==> src/rtl/regdp_pkg.sv <==
package regdp_pkg;

    localparam int NUM_REGS  = 7;
    localparam int SEL_W     = 3;
    localparam int OP_W      = 5;
    localparam int CTRL_W    = 3 * SEL_W + OP_W;

    typedef enum logic [OP_W-1:0] {
        OP_PASS = 5'b00000,
        OP_INC  = 5'b00001,
        OP_ADD  = 5'b00010,
        OP_SUB  = 5'b00101,
        OP_DEC  = 5'b00110,
        OP_AND  = 5'b01000,
        OP_OR   = 5'b01010,
        OP_XOR  = 5'b01100,
        OP_NOT  = 5'b01110,
        OP_SHR  = 5'b10000,
        OP_SHL  = 5'b11000
    } alu_op_e;

    // Field order is behaviour: bits [13:11] A, [10:8] B, [7:5] dest, [4:0] op
    typedef struct packed {
        logic [SEL_W-1:0] src_a;
        logic [SEL_W-1:0] src_b;
        logic [SEL_W-1:0] dst;
        logic [OP_W-1:0]  op;
    } ctrl_t;

    function automatic logic op_is_known(input logic [OP_W-1:0] code);
        case (code)
            OP_PASS, OP_INC, OP_ADD, OP_SUB, OP_DEC,
            OP_AND, OP_OR, OP_XOR, OP_NOT, OP_SHR, OP_SHL: return 1'b1;
            default: return 1'b0;
        endcase
    endfunction

endpackage

==> src/rtl/regdp_srcmux.sv <==
module regdp_srcmux
    import regdp_pkg::*;
#(
    parameter int WIDTH = 8,
    parameter int NREG  = NUM_REGS
) (
    input  logic [SEL_W-1:0] sel,
    input  logic [WIDTH-1:0] ext_data,
    input  logic [WIDTH-1:0] regs [NREG],
    output logic [WIDTH-1:0] operand
);
    always_comb begin
        operand = ext_data;
        for (int i = 0; i < NREG; i++) begin
            if (sel == SEL_W'(i + 1)) operand = regs[i];
        end
    end
endmodule

==> src/rtl/regdp_alu.sv <==
module regdp_alu
    import regdp_pkg::*;
#(
    parameter int WIDTH = 8
) (
    input  logic [OP_W-1:0]  op,
    input  logic [WIDTH-1:0] a,
    input  logic [WIDTH-1:0] b,
    output logic [WIDTH-1:0] y,
    output logic             legal
);
    localparam logic [WIDTH-1:0] ONE = WIDTH'(1);

    always_comb begin
        legal = 1'b1;
        case (alu_op_e'(op))
            OP_PASS: y = a;
            OP_INC:  y = a + ONE;
            OP_ADD:  y = a + b;
            OP_SUB:  y = a - b;
            OP_DEC:  y = a - ONE;
            OP_AND:  y = a & b;
            OP_OR:   y = a | b;
            OP_XOR:  y = a ^ b;
            OP_NOT:  y = ~a;
            OP_SHR:  y = {1'b0, a[WIDTH-1:1]};
            OP_SHL:  y = {a[WIDTH-2:0], 1'b0};
            default: begin
                y     = '0;
                legal = 1'b0;
            end
        endcase
    end
endmodule

==> src/rtl/regdp_destdec.sv <==
module regdp_destdec
    import regdp_pkg::*;
#(
    parameter int NREG = NUM_REGS
) (
    input  logic [SEL_W-1:0] sel,
    input  logic             enable,
    output logic [NREG-1:0]  load_en
);
    for (genvar i = 0; i < NREG; i++) begin : g_dec
        assign load_en[i] = enable && (sel == SEL_W'(i + 1));
    end
endmodule

==> src/rtl/regdp_regbank.sv <==
module regdp_regbank
    import regdp_pkg::*;
#(
    parameter int WIDTH = 8,
    parameter int NREG  = NUM_REGS
) (
    input  logic             clk,
    input  logic             rst,
    input  logic [NREG-1:0]  load_en,
    input  logic [WIDTH-1:0] wdata,
    output logic [WIDTH-1:0] regs [NREG]
);
    for (genvar i = 0; i < NREG; i++) begin : g_reg
        always_ff @(posedge clk) begin
            if (rst)             regs[i] <= '0;
            else if (load_en[i]) regs[i] <= wdata;
        end


        write_lands_chk: assert property (@(posedge clk) disable iff (rst)
            load_en[i] |=> regs[i] == $past(wdata));


        hold_chk: assert property (@(posedge clk) disable iff (rst)
            !load_en[i] |=> $stable(regs[i]));


        reset_clear_chk: assert property (@(posedge clk)
            $past(rst) |-> regs[i] == '0);
    end
endmodule

==> src/rtl/regdp_core.sv <==
module regdp_core
    import regdp_pkg::*;
#(
    parameter int WIDTH = 8
) (
    input  logic                      clk,
    input  logic                      rst,
    input  logic [CTRL_W-1:0]         ctrl_word,
    input  logic [WIDTH-1:0]          ext_in,
    output logic [WIDTH-1:0]          result,
    output logic [NUM_REGS*WIDTH-1:0] reg_taps
);
    ctrl_t            ctl;
    logic [WIDTH-1:0] bus_a, bus_b, alu_y;
    logic             alu_legal;
    logic [NUM_REGS-1:0] load_en;
    logic [WIDTH-1:0] regs [NUM_REGS];

    assign ctl = ctrl_t'(ctrl_word);

    regdp_srcmux #(.WIDTH(WIDTH), .NREG(NUM_REGS)) u_mux_a (
        .sel(ctl.src_a), .ext_data(ext_in), .regs(regs), .operand(bus_a));

    regdp_srcmux #(.WIDTH(WIDTH), .NREG(NUM_REGS)) u_mux_b (
        .sel(ctl.src_b), .ext_data(ext_in), .regs(regs), .operand(bus_b));

    regdp_alu #(.WIDTH(WIDTH)) u_alu (
        .op(ctl.op), .a(bus_a), .b(bus_b), .y(alu_y), .legal(alu_legal));

    regdp_destdec #(.NREG(NUM_REGS)) u_dec (
        .sel(ctl.dst), .enable(alu_legal), .load_en(load_en));

    regdp_regbank #(.WIDTH(WIDTH), .NREG(NUM_REGS)) u_bank (
        .clk(clk), .rst(rst), .load_en(load_en), .wdata(alu_y), .regs(regs));

    assign result = alu_y;

    for (genvar i = 0; i < NUM_REGS; i++) begin : g_tap
        assign reg_taps[i*WIDTH +: WIDTH] = regs[i];
    end


    unknown_op_hold_chk: assert property (@(posedge clk) disable iff (rst)
        !op_is_known(ctl.op) |=> $stable(reg_taps));


    unknown_op_zero_chk: assert property (@(posedge clk) disable iff (rst)
        !op_is_known(ctl.op) |-> result == '0);


    no_dest_chk: assert property (@(posedge clk) disable iff (rst)
        ctl.dst == '0 |=> $stable(reg_taps));


    single_load_chk: assert property (@(posedge clk) disable iff (rst)
        $onehot0(load_en));
endmodule

==> config.mk <==
export PLATFORM = sky130hd
export DESIGN_NAME = regdp_core
export DESIGN_NICKNAME = d
export VERILOG_FILES = /design/src/rtl/regdp_pkg.sv /design/src/rtl/regdp_srcmux.sv /design/src/rtl/regdp_alu.sv /design/src/rtl/regdp_destdec.sv /design/src/rtl/regdp_regbank.sv /design/src/rtl/regdp_core.sv
export SDC_FILE = /design/constraint.sdc
export NUM_CORES = 1
export LEC_CHECK = 0
export ABC_AREA = 1
export CELL_PAD_IN_SITES_DETAIL_PLACEMENT = 0
export CELL_PAD_IN_SITES_GLOBAL_PLACEMENT = 2
export CORE_ASPECT_RATIO = 1.4
export CORE_MARGIN = 2
export CORE_UTILIZATION = 25
export DETAILED_ROUTE_END_ITERATION = 12
export GPL_ROUTABILITY_DRIVEN = 0
export PLACE_DENSITY = 0.82
export SLEW_MARGIN = 40
export SYNTH_ARGS = -nofsm -noshare
export SYNTH_HDL_FRONTEND = slang
export SYNTH_SLANG_ARGS = --single-unit
==> constraint.sdc <==
create_clock -name clk -period 5.7 [get_ports clk]
set_clock_uncertainty 0.2 [all_clocks]
set_input_delay 1.14 -clock clk [delete_from_list [all_inputs] [get_ports clk]]
set_output_delay 1.14 -clock clk [all_outputs]
set_load 0.05 [all_outputs]
==> results of run 1 <==
## what timing repair did
action                     in CTS  in global routing
resized for setup              74                 24
pin swaps                      43                 34
setup endpoints to repair       6                  5
hold buffers                    0                  0
buffers inserted               18                 12
## how the worst max path moves through the flow
stage / from / to / slack (ns) / depth (start not counted)
detailed placement: ctrl_word[8] / result[7] / -0.70 / 33
global route: ctrl_word[10] / result[7] / -0.39 / 32
floorplan: ctrl_word[8] / result[7] / 0.006 / 32
CTS: ctrl_word[8] / result[7] / -0.17 / 34
global placement: ctrl_word[8] / result[7] / -0.65 / 33
finish: ctrl_word[9] / result[7] / -0.19 / 31
## per-layer routing
layer  vias to the layer above  global-route usage
met5                         -                   0
met2                       110               0.380
met1                      2551               0.212
met3                        21              0.0130
li1                       3003                   -
met4                         0              0.0627
## area by class of cell
cell class                 instances  area [µm²]  area share
timing repair buffer             235        2050       0.276
inverter                         157         616      0.0829
sequential                        56        1120       0.151
clock buffer                       8         146      0.0197
tap                              244         305      0.0411
multi-input combinational        549        3190       0.429
## cells in the mapped netlist (all sizes together)
cell,number
o31ai,1
o21ai,88
inv,156
nor3,14
o22ai,2
a211oi,2
fa,1
dfxtp,56
a21oi,91
o221ai,2
nand3,53
nand4,8
clkinv,1
a221oi,2
nor2,78
o2111ai,3
clkbuf,11
or2,7
a31oi,5
a22oi,1
buf,8
ha,23
o211ai,23
nand2,145
## logic make-up after synthesis
kind of cell | Yosys count | synth area share
buffers and inverters | 176 | 0.148
and+or+nand+nor | 305 | 0.285
AOI/OAI and AO/OA | 220 | 0.266
adders and majority gates | 24 | 0.0648
DFF | 56 | 0.236
## stage by stage
step	instance area (µm²)	hold WS (ns)	setup TNS (ns)	instances
finish	7430	0.378	-0.366	1249
global route	7430	0.419	-1.11	1249
CTS	7280	0.382	-0.405	1238
detailed placement	6810	0.367	-2.76	1212
global placement	6810	0.359	-2.59	1212
floorplan	4840	0.565	0	781
## power by group through the flow
stage | Sequential [mW] | Combinational (mW) | Clock, mW
floorplan | 0.463 | 0.251 | 0
global placement | 0.426 | 0.511 | 0
detailed placement | 0.426 | 0.512 | 0
CTS | 0.416 | 0.549 | 0.332
global route | 0.418 | 0.624 | 0.347
finish | 0.416 | 0.571 | 0.324
## critical path: cells and delay by family
family | cells | cell delay [ns]
AOI/OAI and AO/OA | 4 | 0.54
buffers and inverters | 8 | 0.72
and+or+nand+nor | 17 | 1.73
adders and majority gates | 2 | 0.41
==> impl_results.md, run 1 <==
- Fin util: 0.399
- Fmax: ~170 MHz
- Via count: about 5700
- Comb pwr share: 0.435
- Core area: approximately 19000 µm²
- Syn avg cell area: between 6 and 7 µm²
- Initial antenna violation count: 0
- Largest cells by area after synthesis: dfxtp_1 (24%), nand2_1 (11%), inv_1 (11%), a21oi_1 (9.1%), o21ai_0 (7.3%)
- Pins Over Slew Limit: 0
- Synth area leader: dfxtp_1
- Final setup viols: 3
- Setup crit end kind: output pin
- Leakage power: 3.46 nW
- Global-route wire length before repair: about 31000 µm
- Reg2Reg Depth: 28
- Crit Path Class: primary input to output pin
- Hold endpoint: u_bank.regs[19]
- Max-cap violations: 0
- Routed WL: 19300 µm
- N_diodes: 0
- Worst path required time: 4.36 ns
- Die H: 167 µm
- Area Growth Syn to Fin: 56.4%
- Most frequent cells in the layout: buf_4 (141), inv_1 (134), nand2_1 (129), a21oi_1 (82), clkdlybuf4s50_1 (71)
- Die X: 120 µm
- Top Registers: u_bank.regs (56)
- Final hold vios: 0
- Hold crit path type: register to register
- FILL cells: 2048
- Reg power frac: 0.318
- Synth top area share: 0.236
- Startpoint type of the worst setup path: primary input
- Slowest-stage cell, CP: or2_4
- Largest net degree at the start of global routing: 24
- Die area: 20100 µm²
- Worst Tran Pin Value: 0.768 ns
- CP Max Fanout: 4
- Fin crit share: 1.03
- DP HPWL: about 16000 µm
- Leading cell type in the layout, fill and taps excluded: buf_4
- Site Rows: 59
- Vias in the first global route: 5608
- Worst EP arrival: 4.55 ns
- WL per Instance: ~15 µm
- # H-tree levels: 2
- Clock buffer depth: 2
- RSZ-0062 raised after global routing: true
- Tot GR Track Use: 0.192
- Starting Density: 0.255
- Routed vias/inst: ~4.6
- Cell mode on critical path: nand2_2
- Max layer used: met4
- DR WL met3: approximately 520 µm
- Drt first pass iters: 6
- TritonCTS clock tree: done
- Total Power: approximately 1.3 mW
- Failing checks: negative setup slack
- RR Endpoint: u_bank.regs[53]
- CTS root buffer: clkbuf_16
- Hold path startpoint: u_bank.regs[19]
- YS warnings: 0
- Final setup margin: -0.191 ns
- Pre-CTS setup slack: -0.698 ns
- Num ports: between 80 and 90
- CTS buffer count: 5
- Status: complete, but fails checks
- PwrDens: 176 nW/µm²
- Biggest register: u_bank.regs
- Slew HR: 0.486
- Clock Pin Slew Worst Setup and Hold Paths: 0.07 ns
- Hold path depth: 2
- Iteration-0 DRC Markers: 287
- Routed met2 length: 10600 µm
- Clock sink count: 56
- Syn Std Cell Area: 4750 µm²
- FF-to-FF setup slack: approximately 1.6 ns
- Switching power total: slightly below 0.5 mW
- Seq/Total Area, Yosys: 0.236
- # nets final: roughly 1100
- Synth unique cells: 39
- #FFs+latches synth: 56
- Slowest stage delay, CP: 0.26 ns
- Switching share of power: 0.371
- Clk Latency, worst-skew pair: 0.29 ns
- Max reg flops: 56
- Fin crit period: between 5 and 6 ns
- ANT nets after route: 0
- R2R Path Start: u_bank.regs[48]
- Post-synthesis cell count: a little under 800
- VDD IR max: 0.109 mV
- Clock power frac: 0.247
- Grt ovf: 0
- DR DRC count: 0
- Internal cell power: 0.824 mW
- Buffers on Ports: 87
- Share of cells above drive strength 1: 0.258
- Met1 WL: 7650 µm
- Synthesized Nets: 829
(Power assumes the default switching activity.)
==> run 2: changes to the inputs <==
ABC_CLOCK_PERIOD_IN_PS = 5700   (was default)
==> results of run 2 <==
The final DEF is identical to that of run 1; final timing and power are the same.
==> run 3: changes to the inputs <==
HOLD_SLACK_MARGIN = 0.05   (was default)
SLEW_MARGIN = 10   (was 40)
==> results of run 3 <==
The final DEF is identical to that of run 1; final timing and power are the same.
